$ cat src/rtl/bsl_pkg.sv
package bsl_pkg;
  typedef enum logic [2:0] {
    ST_IDLE,
    ST_GAP,
    ST_SHIFT,
    ST_STREAM,
    ST_LOAD
  } st_e;

  typedef enum logic [1:0] {
    TG_RD,
    TG_WREN,
    TG_WR
  } tg_e;

  localparam int          OPC_W    = 8;
  localparam logic [7:0]  OPC_READ = 8'h03;
  localparam logic [7:0]  OPC_PROG = 8'h02;
  localparam logic [7:0]  OPC_WREN = 8'h06;
endpackage

$ cat src/rtl/bsl_ctrl.sv
module bsl_ctrl
  import bsl_pkg::*;
(
  input  logic       clk,
  input  logic       rst_n,
  input  logic       frame_start,
  input  logic       vblank,
  input  logic       pix_stb,
  input  logic       ctl_open,
  input  logic       ctl_close,
  input  logic       dat_wr,
  input  logic       hdr_last,
  output st_e        st_o,
  output tg_e        tg_o,
  output logic [1:0] ph_o,
  output logic       hdr_load,
  output logic       hdr_step,
  output logic       cap_en,
  output logic       bit_cap,
  output logic       in_load
);
  st_e        st, st_n;
  tg_e        tg, tg_n;
  logic [1:0] ph, ph_n;
  logic       run;

  // next-state: session control has priority, then blanking, then frame
  always_comb begin
    st_n     = st;
    tg_n     = tg;
    ph_n     = ph;
    hdr_load = 1'b0;
    hdr_step = 1'b0;
    cap_en   = 1'b0;
    bit_cap  = 1'b0;
    run      = 1'b0;
    in_load  = (st != ST_IDLE) && (tg != TG_RD);

    if (in_load) begin
      if (ctl_close) begin
        st_n = ST_IDLE;
        ph_n = 2'd0;
      end else begin
        run = 1'b1;
      end
    end else if (ctl_open) begin
      st_n = ST_GAP;
      tg_n = TG_WREN;
      ph_n = 2'd0;
    end else if (vblank) begin
      st_n = ST_IDLE;
      ph_n = 2'd0;
    end else if (frame_start) begin
      st_n = ST_GAP;
      tg_n = TG_RD;
      ph_n = 2'd0;
    end else begin
      run = 1'b1;
    end

    if (run) begin
      case (st)
        ST_GAP: begin
          hdr_load = 1'b1;
          st_n     = ST_SHIFT;
          ph_n     = 2'd0;
        end
        ST_SHIFT: begin
          if (ph == 2'd0) begin
            ph_n = 2'd2;
          end else begin
            ph_n     = 2'd0;
            hdr_step = 1'b1;
            if (hdr_last) begin
              case (tg)
                TG_WREN: begin
                  st_n = ST_GAP;
                  tg_n = TG_WR;
                end
                TG_WR:   st_n = ST_LOAD;
                default: st_n = ST_STREAM;
              endcase
            end
          end
        end
        ST_STREAM: begin
          if (ph == 2'd0) begin
            if (pix_stb) begin
              cap_en = 1'b1;
              ph_n   = 2'd2;
            end
          end else begin
            ph_n = 2'd0;
          end
        end
        ST_LOAD: begin
          case (ph)
            2'd0: begin
              if (dat_wr) begin
                bit_cap = 1'b1;
                ph_n    = 2'd1;
              end
            end
            2'd1:    ph_n = 2'd2;
            default: ph_n = 2'd0;
          endcase
        end
        default: ;
      endcase
    end
  end

  always_ff @(posedge clk or negedge rst_n) begin
    if (!rst_n) begin
      st <= ST_IDLE;
      tg <= TG_RD;
      ph <= 2'd0;
    end else begin
      st <= st_n;
      tg <= tg_n;
      ph <= ph_n;
    end
  end

  assign st_o = st;
  assign tg_o = tg;
  assign ph_o = ph;
endmodule

$ cat src/rtl/bsl_hdr_shift.sv
module bsl_hdr_shift
  import bsl_pkg::*;
#(
  parameter int ADDR_W = 16
) (
  input  logic clk,
  input  logic rst_n,
  input  logic load,
  input  tg_e  kind,
  input  logic step,
  output logic hdr_bit,
  output logic hdr_last
);
  localparam int HDR_W = OPC_W + ADDR_W;
  localparam int CNT_W = $clog2(HDR_W);

  logic [HDR_W-1:0] sh, sh_n;
  logic [CNT_W-1:0] cnt, cnt_n;
  logic [7:0]       opc;

  always_comb begin
    case (kind)
      TG_WREN: opc = OPC_WREN;
      TG_WR:   opc = OPC_PROG;
      default: opc = OPC_READ;
    endcase
  end

  always_comb begin
    sh_n  = sh;
    cnt_n = cnt;
    if (load) begin
      sh_n  = {opc, {ADDR_W{1'b0}}};
      cnt_n = (kind == TG_WREN) ? CNT_W'(OPC_W - 1) : CNT_W'(HDR_W - 1);
    end else if (step) begin
      sh_n = {sh[HDR_W-2:0], 1'b0};
      if (cnt != '0) cnt_n = cnt - 1'b1;
    end
  end

  always_ff @(posedge clk or negedge rst_n) begin
    if (!rst_n) begin
      sh  <= '0;
      cnt <= '0;
    end else begin
      sh  <= sh_n;
      cnt <= cnt_n;
    end
  end

  assign hdr_bit  = sh[HDR_W-1];
  assign hdr_last = (cnt == '0);
endmodule

$ cat src/rtl/bsl_slice.sv
module bsl_slice
  import bsl_pkg::*;
#(
  parameter int N_DEV  = 2,
  parameter int CPU_DW = 8
) (
  input  logic              clk,
  input  logic              rst_n,
  input  st_e               st,
  input  logic              hdr_bit,
  input  logic              bit_cap,
  input  logic              cap_en,
  input  logic [CPU_DW-1:0] cpu_wdata,
  input  logic [N_DEV-1:0]  miso,
  output logic [N_DEV-1:0]  mosi,
  output logic [N_DEV-1:0]  luma
);
  logic [N_DEV-1:0] ld_q;
  logic [N_DEV-1:0] luma_q;

  for (genvar k = 0; k < N_DEV; k++) begin : g_dev
    logic ld_n, luma_n;

    always_comb begin
      ld_n   = bit_cap ? cpu_wdata[CPU_DW-1-k] : ld_q[k];
      luma_n = cap_en  ? miso[k]               : luma_q[k];
    end

    always_ff @(posedge clk or negedge rst_n) begin
      if (!rst_n) begin
        ld_q[k]   <= 1'b0;
        luma_q[k] <= 1'b0;
      end else begin
        ld_q[k]   <= ld_n;
        luma_q[k] <= luma_n;
      end
    end

    always_comb begin
      case (st)
        ST_SHIFT: mosi[k] = hdr_bit;
        ST_LOAD:  mosi[k] = ld_q[k];
        default:  mosi[k] = 1'b0;
      endcase
    end
  end

  if (N_DEV < CPU_DW) begin : g_spare
    logic unused_low_bits;
    assign unused_low_bits = ^cpu_wdata[CPU_DW-N_DEV-1:0];
  end

  assign luma = luma_q;
endmodule

$ cat src/rtl/bitslice_spi_loader.sv
module bitslice_spi_loader
  import bsl_pkg::*;
#(
  parameter int N_DEV  = 2,
  parameter int ADDR_W = 16,
  parameter int CPU_DW = 8
) (
  input  logic              clk,
  input  logic              rst_n,
  input  logic              frame_start,
  input  logic              vblank,
  input  logic              pix_stb,
  input  logic              cpu_wr,
  input  logic              cpu_addr,
  input  logic [CPU_DW-1:0] cpu_wdata,
  output logic              spi_sck,
  output logic              spi_cs_n,
  output logic [N_DEV-1:0]  spi_mosi,
  input  logic [N_DEV-1:0]  spi_miso,
  output logic [N_DEV-1:0]  luma_out
);
  st_e        st;
  tg_e        tg;
  logic [1:0] ph;
  logic       ctl_open, ctl_close, dat_wr;
  logic       hdr_load, hdr_step, hdr_last, hdr_bit;
  logic       cap_en, bit_cap, in_load;

  assign ctl_open  = cpu_wr && !cpu_addr &&  cpu_wdata[0];
  assign ctl_close = cpu_wr && !cpu_addr && !cpu_wdata[0];
  assign dat_wr    = cpu_wr &&  cpu_addr;

  bsl_ctrl u_ctrl (
    .clk         (clk),
    .rst_n       (rst_n),
    .frame_start (frame_start),
    .vblank      (vblank),
    .pix_stb     (pix_stb),
    .ctl_open    (ctl_open),
    .ctl_close   (ctl_close),
    .dat_wr      (dat_wr),
    .hdr_last    (hdr_last),
    .st_o        (st),
    .tg_o        (tg),
    .ph_o        (ph),
    .hdr_load    (hdr_load),
    .hdr_step    (hdr_step),
    .cap_en      (cap_en),
    .bit_cap     (bit_cap),
    .in_load     (in_load)
  );

  bsl_hdr_shift #(.ADDR_W(ADDR_W)) u_hdr (
    .clk      (clk),
    .rst_n    (rst_n),
    .load     (hdr_load),
    .kind     (tg),
    .step     (hdr_step),
    .hdr_bit  (hdr_bit),
    .hdr_last (hdr_last)
  );

  bsl_slice #(.N_DEV(N_DEV), .CPU_DW(CPU_DW)) u_slice (
    .clk       (clk),
    .rst_n     (rst_n),
    .st        (st),
    .hdr_bit   (hdr_bit),
    .bit_cap   (bit_cap),
    .cap_en    (cap_en),
    .cpu_wdata (cpu_wdata),
    .miso      (spi_miso),
    .mosi      (spi_mosi),
    .luma      (luma_out)
  );

  // select is released only in idle and in the one-clock gap state
  assign spi_cs_n = (st == ST_IDLE) || (st == ST_GAP);
  assign spi_sck  = ph[1];
endmodule

$ cat config.mk
export PLATFORM = sky130hd
export DESIGN_NAME = bitslice_spi_loader
export DESIGN_NICKNAME = d
export VERILOG_FILES = /design/src/rtl/bsl_pkg.sv /design/src/rtl/bsl_ctrl.sv /design/src/rtl/bsl_hdr_shift.sv /design/src/rtl/bsl_slice.sv /design/src/rtl/bitslice_spi_loader.sv
export SDC_FILE = /design/constraint.sdc
export NUM_CORES = 1
export LEC_CHECK = 0
export BUFFER_PORTS_ARGS = -buffer_cell sky130_fd_sc_hd__clkbuf_2
export CAP_MARGIN = 25
export CORE_UTILIZATION = 35
export DETAILED_ROUTE_END_ITERATION = 16
export HOLD_SLACK_MARGIN = 0.1
export MAX_ROUTING_LAYER = met4
export PLACE_DENSITY_LB_ADDON = 0.15
export SLEW_MARGIN = 20
export SYNTH_ARGS = -nofsm -noshare
export SYNTH_HDL_FRONTEND = slang
export SYNTH_SLANG_ARGS = --single-unit
$ cat constraint.sdc
create_clock -name clk -period 2.8 [get_ports clk]
set_clock_uncertainty 0.15 [all_clocks]
set_input_delay 0.28 -clock clk [delete_from_list [all_inputs] [get_ports clk]]
set_output_delay 0.28 -clock clk [all_outputs]
set_load 0.05 [all_outputs]
---- After elaboration in Yosys (flattened, before gate mapping) ----
Cells that the tools add are included.
operators by class
  reductions and logical operators ........ 17
  bitwise logic cells ..................... 0
  mux-type cells .......................... 58
  equality and inequality tests ........... 7
  magnitude comparators ................... 0
  $mul .................................... 0
  divide/modulo/power cells ............... 0
  $add $sub $neg .......................... 1
  shift operators ......................... 0
operators with widths
  operator               number
  $mux W24               2
  $mux W2                19
  $mux W3                8
  $mux W5                4
  $mux W1                18
  $pmux W3 S2            3
  $pmux W2 S4            1
  $eq A3 B2 Y1 const B   2
  $reduce_bool A2 Y1     3
  $logic_and A1 B1 Y1    5
  $logic_not A5 Y1       1
  $reduce_bool A5 Y1     1
  $sub A5 B1 Y5 const B  1
  $eq A2 B1 Y1 const B   2
  $pmux W1 S2            2
  $pmux W2 S2            1
  $eq A3 B1 Y1 const B   1
  $eq A3 B3 Y1 const B   1
  $logic_not A3 Y1       1
  $reduce_bool A3 Y1     1
  $eq A2 B2 Y1 const B   1
  $logic_not A1 Y1       2
  $logic_not A2 Y1       1
  $reduce_and A2 Y1      1
  $logic_or A1 B1 Y1     1
storage, ports and cells
  memories ................................ 0
  bits in writable memories ............... 0
  bits of input ports ..................... 17
  bits in read-only memories .............. 0
  bits in latches ......................... 0
  register bits after elaboration ......... 40

---- Depth between registers and ports, before layout ----
  depth in word-level cells ............... 10
  depth in mapped cells ................... 7
  mapped depth without buffers ............ 6

---- Cells and area by module ----
Synthesis repeated with hierarchy kept, for this count alone.
second synthesis, totals
  cell total of the unflattened synthesis .. 147
  area, all modules ....................... 1486.4 µm²
by module, submodules not included
  module               area an instance (µm²)  cells each  instances  sequential area each (µm²)
  bsl_hdr_shift        640.6                   60          1          325.3
  bsl_ctrl             635.6                   70          1          175.2
  bsl_slice            177.7                   13          1          100.1
  bitslice_spi_loader  32.5                    4           1          0.0

---- Least setup slack after synthesis ----
OpenSTA, ideal clock, no wires.
  path kind ............................... register to register
  from .................................... reg u_ctrl.st[2] (netlist: u_ctrl.st_o[2])
  to ...................................... reg u_hdr.cnt[3]
  clock period less this slack ............ 2196 ps
  data required time ...................... 2516 ps
  cell stages (with the launch flop) ...... 8
  data arrival time ....................... 1913 ps
  library setup time ...................... 134 ps
  slack ................................... 604 ps
  path through ............................ dfrtp_1 > buf_4 > nor2_1 > nand2_1 > and3b_1 > buf_6 > or3_1 > mux2i_1
on the way
  longest elaborated chain between the ends .. 6
  elaborated cells on any way between the ends .. 13
  classes of those cells .................. eq/ne (2); mux (6); reduce/logical (5)
ends and longest elaborated chain
  element                              line                 source
  start: declaration                   bsl_ctrl.sv:22       st_e st, st_n;
  start signal: assignment             bsl_ctrl.sv:119      st <= st_n;
  $reduce_bool A3 Y1                   bsl_ctrl.sv:37       in_load = (st != ST_IDLE) && (tg != TG_RD);
  $logic_and A1 B1 Y1                  bsl_ctrl.sv:37
  $mux W1                              bsl_ctrl.sv:39       if (in_load) begin
  $mux W1                              bsl_ctrl.sv:61       if (run) begin
  $reduce_bool A2 Y1 (no source line)  --
  $reduce_and A2 Y1 (no source line)   --
  end signal: assignment               bsl_hdr_shift.sv:47  cnt <= cnt_n;
  end: declaration                     bsl_hdr_shift.sv:18  logic [CNT_W-1:0] cnt, cnt_n;
Several ways; a longest one is shown, not always the timed one.
A chain may end at the register's enable or synchronous reset.

---- Final worst setup path ----
  from .................................... reg u_ctrl.tg[1] (netlist: u_ctrl.tg_o[1])
  to ...................................... reg u_hdr.cnt[3]
on the way
  longest elaborated chain between the ends .. 6
  elaborated cells on any way between the ends .. 9
  classes of those cells .................. mux (4); reduce/logical (5)
ends and longest elaborated chain
  element                              line             source
  start: declaration                   bsl_ctrl.sv:23   tg_e tg, tg_n;
  start signal: assignment             bsl_ctrl.sv:120  tg <= tg_n;
  $reduce_bool A2 Y1 (*)               bsl_ctrl.sv:37
  $logic_and A1 B1 Y1 (*)              bsl_ctrl.sv:37
  $mux W1 (*)                          bsl_ctrl.sv:39
  $mux W1                              bsl_ctrl.sv:61
  $reduce_bool A2 Y1 (no source line)  --
  $reduce_and A2 Y1 (no source line)   --
Mark *: on every way between the ends. The rest lies on a longest branch, timed or not.

==> flow_summary.html <==
<table>
<tr><th>Metric</th><th>Value</th></tr>
<tr><th colspan="2">Run status</th></tr>
<tr><td>Result of the run</td><td>finished, final reports clean</td></tr>
<tr><th colspan="2">Die</th></tr>
<tr><td>Number of rows in the core area</td><td>22</td></tr>
<tr><td>Core Area</td><td>3690 um^2</td></tr>
<tr><td>Die outline area</td><td>4120 um^2</td></tr>
<tr><td>Count of boundary I/O pins</td><td>23</td></tr>
<tr><td>Initial cell density of the core</td><td>36.7%</td></tr>
<tr><td>Die extent in x</td><td>64.2 um</td></tr>
<tr><td>Die height</td><td>64.2 um</td></tr>
<tr><th colspan="2">Yosys</th></tr>
<tr><td>Number of distinct library cells after synthesis</td><td>38</td></tr>
<tr><td>Average instance area after synthesis</td><td>9.54 um^2</td></tr>
<tr><td>Number of standard cells after synthesis</td><td>142</td></tr>
<tr><td>Async set-reset flop share out of synthesis</td><td>100%</td></tr>
<tr><td>Portion of the post-synthesis area used by sequential elements</td><td>44.3%</td></tr>
<tr><td>Main area contributors after synthesis</td><td>sky130_fd_sc_hd__dfrtp_1 44%, sky130_fd_sc_hd__nand2_1 5.8%, sky130_fd_sc_hd__ha_1 5.5%</td></tr>
<tr><td>Yosys warns</td><td>0</td></tr>
<tr><td>Share of the synthesized area in the top cell type</td><td>44.3%</td></tr>
<tr><td>Post-synthesis cell type with the largest combined area</td><td>sky130_fd_sc_hd__dfrtp_1</td></tr>
<tr><td>Register bit total from synthesis</td><td>24</td></tr>
<tr><td>Number of enable flip-flop cells after synthesis</td><td>0</td></tr>
<tr><td>Mapped cell area</td><td>1360 um^2</td></tr>
<tr><td>Most common flop cell mapped by yosys</td><td>sky130_fd_sc_hd__dfrtp_1</td></tr>
<tr><td>Net count after synthesis</td><td>165</td></tr>
<tr><th colspan="2">Timing</th></tr>
<tr><td>RSZ-0062 raised after global routing</td><td>false</td></tr>
<tr><td>Final total negative setup slack</td><td>0 ps</td></tr>
<tr><td>Max frequency</td><td>429 MHz</td></tr>
<tr><td>Final period utilization</td><td>83.2%</td></tr>
<tr><td>Fin crit period</td><td>2330 ps</td></tr>
<tr><td>Pins Over Slew Limit</td><td>0</td></tr>
<tr><td>Relative slew slack</td><td>59.5%</td></tr>
<tr><td>Final hold vios</td><td>0</td></tr>
<tr><td>Final-report setup violation count</td><td>0</td></tr>
<tr><td>Slew at the pin closest to its max-slew limit</td><td>608 ps</td></tr>
<tr><th colspan="2">Finish</th></tr>
<tr><td>Post-layout net count</td><td>188</td></tr>
<tr><td>Post-route cell area</td><td>1580 um^2</td></tr>
<tr><td>Share of layout cells above drive strength 1</td><td>20.1%</td></tr>
<tr><td>Layout area overhead</td><td>16.4%</td></tr>
<tr><td>Area occupied by multi-input gates</td><td>689 um^2</td></tr>
<tr><td>Antenna diode count</td><td>0</td></tr>
<tr><td>Storage element area</td><td>601 um^2</td></tr>
<tr><td>Final-layout fill cell count</td><td>377</td></tr>
<tr><th colspan="2">Global route</th></tr>
<tr><td>Antenna violations before repair</td><td>0</td></tr>
<tr><td>Total congestion overflow</td><td>0</td></tr>
<tr><td>Maximum number of pins on one net before global-route repair</td><td>25</td></tr>
<tr><td>Via count of the first global-routing pass</td><td>1106</td></tr>
<tr><td>Global-route usage over all layers</td><td>15.9%</td></tr>
<tr><td>First-pass GRT wire length</td><td>4.91 mm</td></tr>
<tr><th colspan="2">Clock network</th></tr>
<tr><td>Total clock buffers created by CTS</td><td>3</td></tr>
<tr><td>Longest Clk Path Bufs</td><td>2</td></tr>
<tr><td># H-tree levels</td><td>1</td></tr>
<tr><td>Clk pin slew, worst setup/hold paths</td><td>80 ps</td></tr>
<tr><td>Post-CTS Setup Bufs</td><td>0</td></tr>
<tr><td>Clock tree from TritonCTS</td><td>done</td></tr>
<tr><td>Number of sinks driven by the clock tree</td><td>24</td></tr>
<tr><td>Cell chosen for the clock root</td><td>sky130_fd_sc_hd__clkbuf_8</td></tr>
<tr><td>Clock latency at the later pin of the worst-skew pair</td><td>260 ps</td></tr>
<tr><th colspan="2">Pwr</th></tr>
<tr><td>Leakage power of the design</td><td>0.728 nW</td></tr>
<tr><td>Switching Fraction</td><td>39.1%</td></tr>
<tr><td>Comb power frac</td><td>38.9%</td></tr>
<tr><td>PwrDens</td><td>741 nW/um^2</td></tr>
<tr><td>Internal power of the cells</td><td>711 uW</td></tr>
<tr><td>Worst IR Drop VDD</td><td>357 uV</td></tr>
<tr><td>Clock share of power</td><td>20.0%</td></tr>
<tr><td>Net switching power</td><td>458 uW</td></tr>
<tr><td>Sequential fraction of design power</td><td>41.0%</td></tr>
<tr><th colspan="2">Routing</th></tr>
<tr><td>Number of iterations in the first detailed-routing pass</td><td>4</td></tr>
<tr><td>Number of remaining DRC errors</td><td>0</td></tr>
<tr><td>Wire per inst</td><td>13.5 um</td></tr>
<tr><td>Number of vias in the routed layout</td><td>1106</td></tr>
<tr><td>Post-route antenna net violation count</td><td>0</td></tr>
<tr><td>Number of design-rule violations left by the first detailed-router iteration</td><td>44</td></tr>
<tr><td>Via-per-instance ratio</td><td>5.22</td></tr>
<tr><td>Total Routed Length</td><td>2.86 mm</td></tr>
<tr><th colspan="2">Placed design</th></tr>
<tr><td>Port bufs</td><td>17</td></tr>
<tr><td>Final estimated routing congestion in global placement</td><td>0.762</td></tr>
<tr><td>Post-detail-place hpwl</td><td>2.09 mm</td></tr>
<tr><td>Placed instance area</td><td>1470 um^2</td></tr>
<tr><th colspan="2">Run</th></tr>
<tr><td>Max-cap violations</td><td>0</td></tr>
<tr><th colspan="2">Critical path</th></tr>
<tr><td>Data required, critical path</td><td>2840 ps</td></tr>
<tr><td>Type of the worst setup path</td><td>reg2reg</td></tr>
<tr><td>Critical path startpoint category</td><td>flop</td></tr>
<tr><td>Arrival time at the worst endpoint</td><td>2370 ps</td></tr>
<tr><td>Endpoint class of the critical path</td><td>flop</td></tr>
<tr><td>Largest fanout on the critical path</td><td>10</td></tr>
<tr><th colspan="2">Worst hold path</th></tr>
<tr><td>Worst min-delay path category</td><td>in2reg</td></tr>
</table>
==> critical path, stage by stage (launching register included) <==
cell,delay [ps]
sky130_fd_sc_hd__dfrtp_1,400
sky130_fd_sc_hd__inv_1,70
sky130_fd_sc_hd__ha_1,240
sky130_fd_sc_hd__or4b_4,570
sky130_fd_sc_hd__and3b_1,340
sky130_fd_sc_hd__or3_1,350
sky130_fd_sc_hd__mux2i_1,130
==> synthesized netlist by cell type, types with 3 or more instances <==
cell and count:
sky130_fd_sc_hd__and3b_1 3, sky130_fd_sc_hd__mux2i_1 4, sky130_fd_sc_hd__mux2_2 4, sky130_fd_sc_hd__dfrtp_1 24, sky130_fd_sc_hd__a21oi_1 11, sky130_fd_sc_hd__ha_1 6, sky130_fd_sc_hd__nor2_1 9, sky130_fd_sc_hd__nand4_1 4
sky130_fd_sc_hd__a31oi_1 3, sky130_fd_sc_hd__nand2_1 21, sky130_fd_sc_hd__o21ai_0 6, sky130_fd_sc_hd__nand3_1 8, sky130_fd_sc_hd__nor2b_1 3, sky130_fd_sc_hd__inv_1 6
==> kinds of logic (layout without fill, tap and decap cells) <==
logic type               after synthesis  after routing  synth area share (%)
AND/OR/NAND/NOR                       63             63                  25.1
AO/OA/AOI/OAI                         29             29                  13.9
flip-flops                            24             24                  44.3
buffers and inverters                 12             34                  4.80
multiplexers                           8              8                  6.28
adder cells (fa/ha/maj)                6              6                  5.54
==> cell usage in the layout (no fill, tap or decap), types with 3 or more instances in the layout <==
| master | n |
|---|---|
| sky130_fd_sc_hd__and3b_1 | 3 |
| sky130_fd_sc_hd__inv_1 | 6 |
| sky130_fd_sc_hd__o21ai_0 | 6 |
| sky130_fd_sc_hd__clkbuf_8 | 4 |
| sky130_fd_sc_hd__ha_1 | 6 |
| sky130_fd_sc_hd__dfrtp_1 | 24 |
| sky130_fd_sc_hd__mux2i_1 | 4 |
| sky130_fd_sc_hd__nand4_1 | 4 |
| sky130_fd_sc_hd__nor2b_1 | 3 |
| sky130_fd_sc_hd__clkbuf_2 | 17 |
| sky130_fd_sc_hd__nand3_1 | 8 |
| sky130_fd_sc_hd__a21oi_1 | 11 |
| sky130_fd_sc_hd__a31oi_1 | 3 |
| sky130_fd_sc_hd__dlygate4sd3_1 | 5 |
| sky130_fd_sc_hd__nand2_1 | 21 |
| sky130_fd_sc_hd__mux2_2 | 4 |
| sky130_fd_sc_hd__nor2_1 | 9 |
==> power groups by stage <==
| stage | Combinational, mW | Clock (mW) | Sequential (mW) |
|---|---|---|---|
| 2_1_floorplan | 0.316 | 0 | 0.523 |
| 3_3_place_gp | 0.439 | 0 | 0.484 |
| 3_5_place_dp | 0.451 | 0 | 0.487 |
| 4_1_cts | 0.459 | 0.244 | 0.481 |
| 5_1_grt | 0.503 | 0.254 | 0.492 |
| 6_report | 0.455 | 0.234 | 0.480 |
==> worst paths after layout <==
path / cells past startpoint / from / slack [ps] / endpoint
worst max-delay path: 6 / u_ctrl.tg_o[1] / 470 / u_hdr.cnt[3]
worst min-delay path: 3 / pix_stb / 140 / u_ctrl.ph_o[1]
worst max register to register: 6 / u_ctrl.tg_o[1] / 470 / u_hdr.cnt[3]
worst min register to register: 2 / u_hdr.sh[16] / 350 / u_hdr.sh[17]
max in group asynchronous: 2 / rst_n / 1700 / u_ctrl.tg_o[1]
min in group asynchronous: 2 / rst_n / 400 / u_ctrl.ph_o[0]
==> flip-flops by register name (all words and copies together), names as in the netlist <==
register / count
u_hdr.sh: 8
u_hdr.cnt: 5
u_ctrl.st_o: 3
u_ctrl.ph_o: 2
u_ctrl.tg_o: 2
u_slice.luma: 2
u_slice.ld_q: 2
==> per-layer routing <==
layer	global-route usage [%]	wire length, um	part of all wire [%]
met1	18.8	1320	46
met2	27.9	1430	50
met3	3.75	89	3.1
met4	2.50	18	0.63
met5	-	0	0
==> cell type report <==
class / count / area share (%)
Sequential cell: 24 / 38.1
Timing Repair Buffer: 24 / 9.52
Clock buffer: 4 / 3.49
Multi-Input combinational cell: 106 / 43.7
Tap cell: 48 / 3.81
Inverter: 6 / 1.43
==> metrics by stage <==
step | worst slack, ps | power [mW] | util (%) | std cells | hold slack [ps]
after floorplan | 604 | 0.840 | - | 142 | -166
after global placement | 520 | 0.923 | 39.9 | 203 | 166
after detailed placement | 480 | 0.938 | 39.9 | 203 | 174
after CTS | 456 | 1.18 | 42.8 | 212 | 130
after global routing | 336 | 1.25 | 42.8 | 212 | 138
final | 471 | 1.17 | 42.8 | 212 | 136
==> what timing repair did <==
action,CTS,global route
setup endpoints to repair,0,0
hold buffers,5,0
gates resized for setup,0,0
endpoints found under the hold margin,28,0
Power figures use the tool's default switching activity.
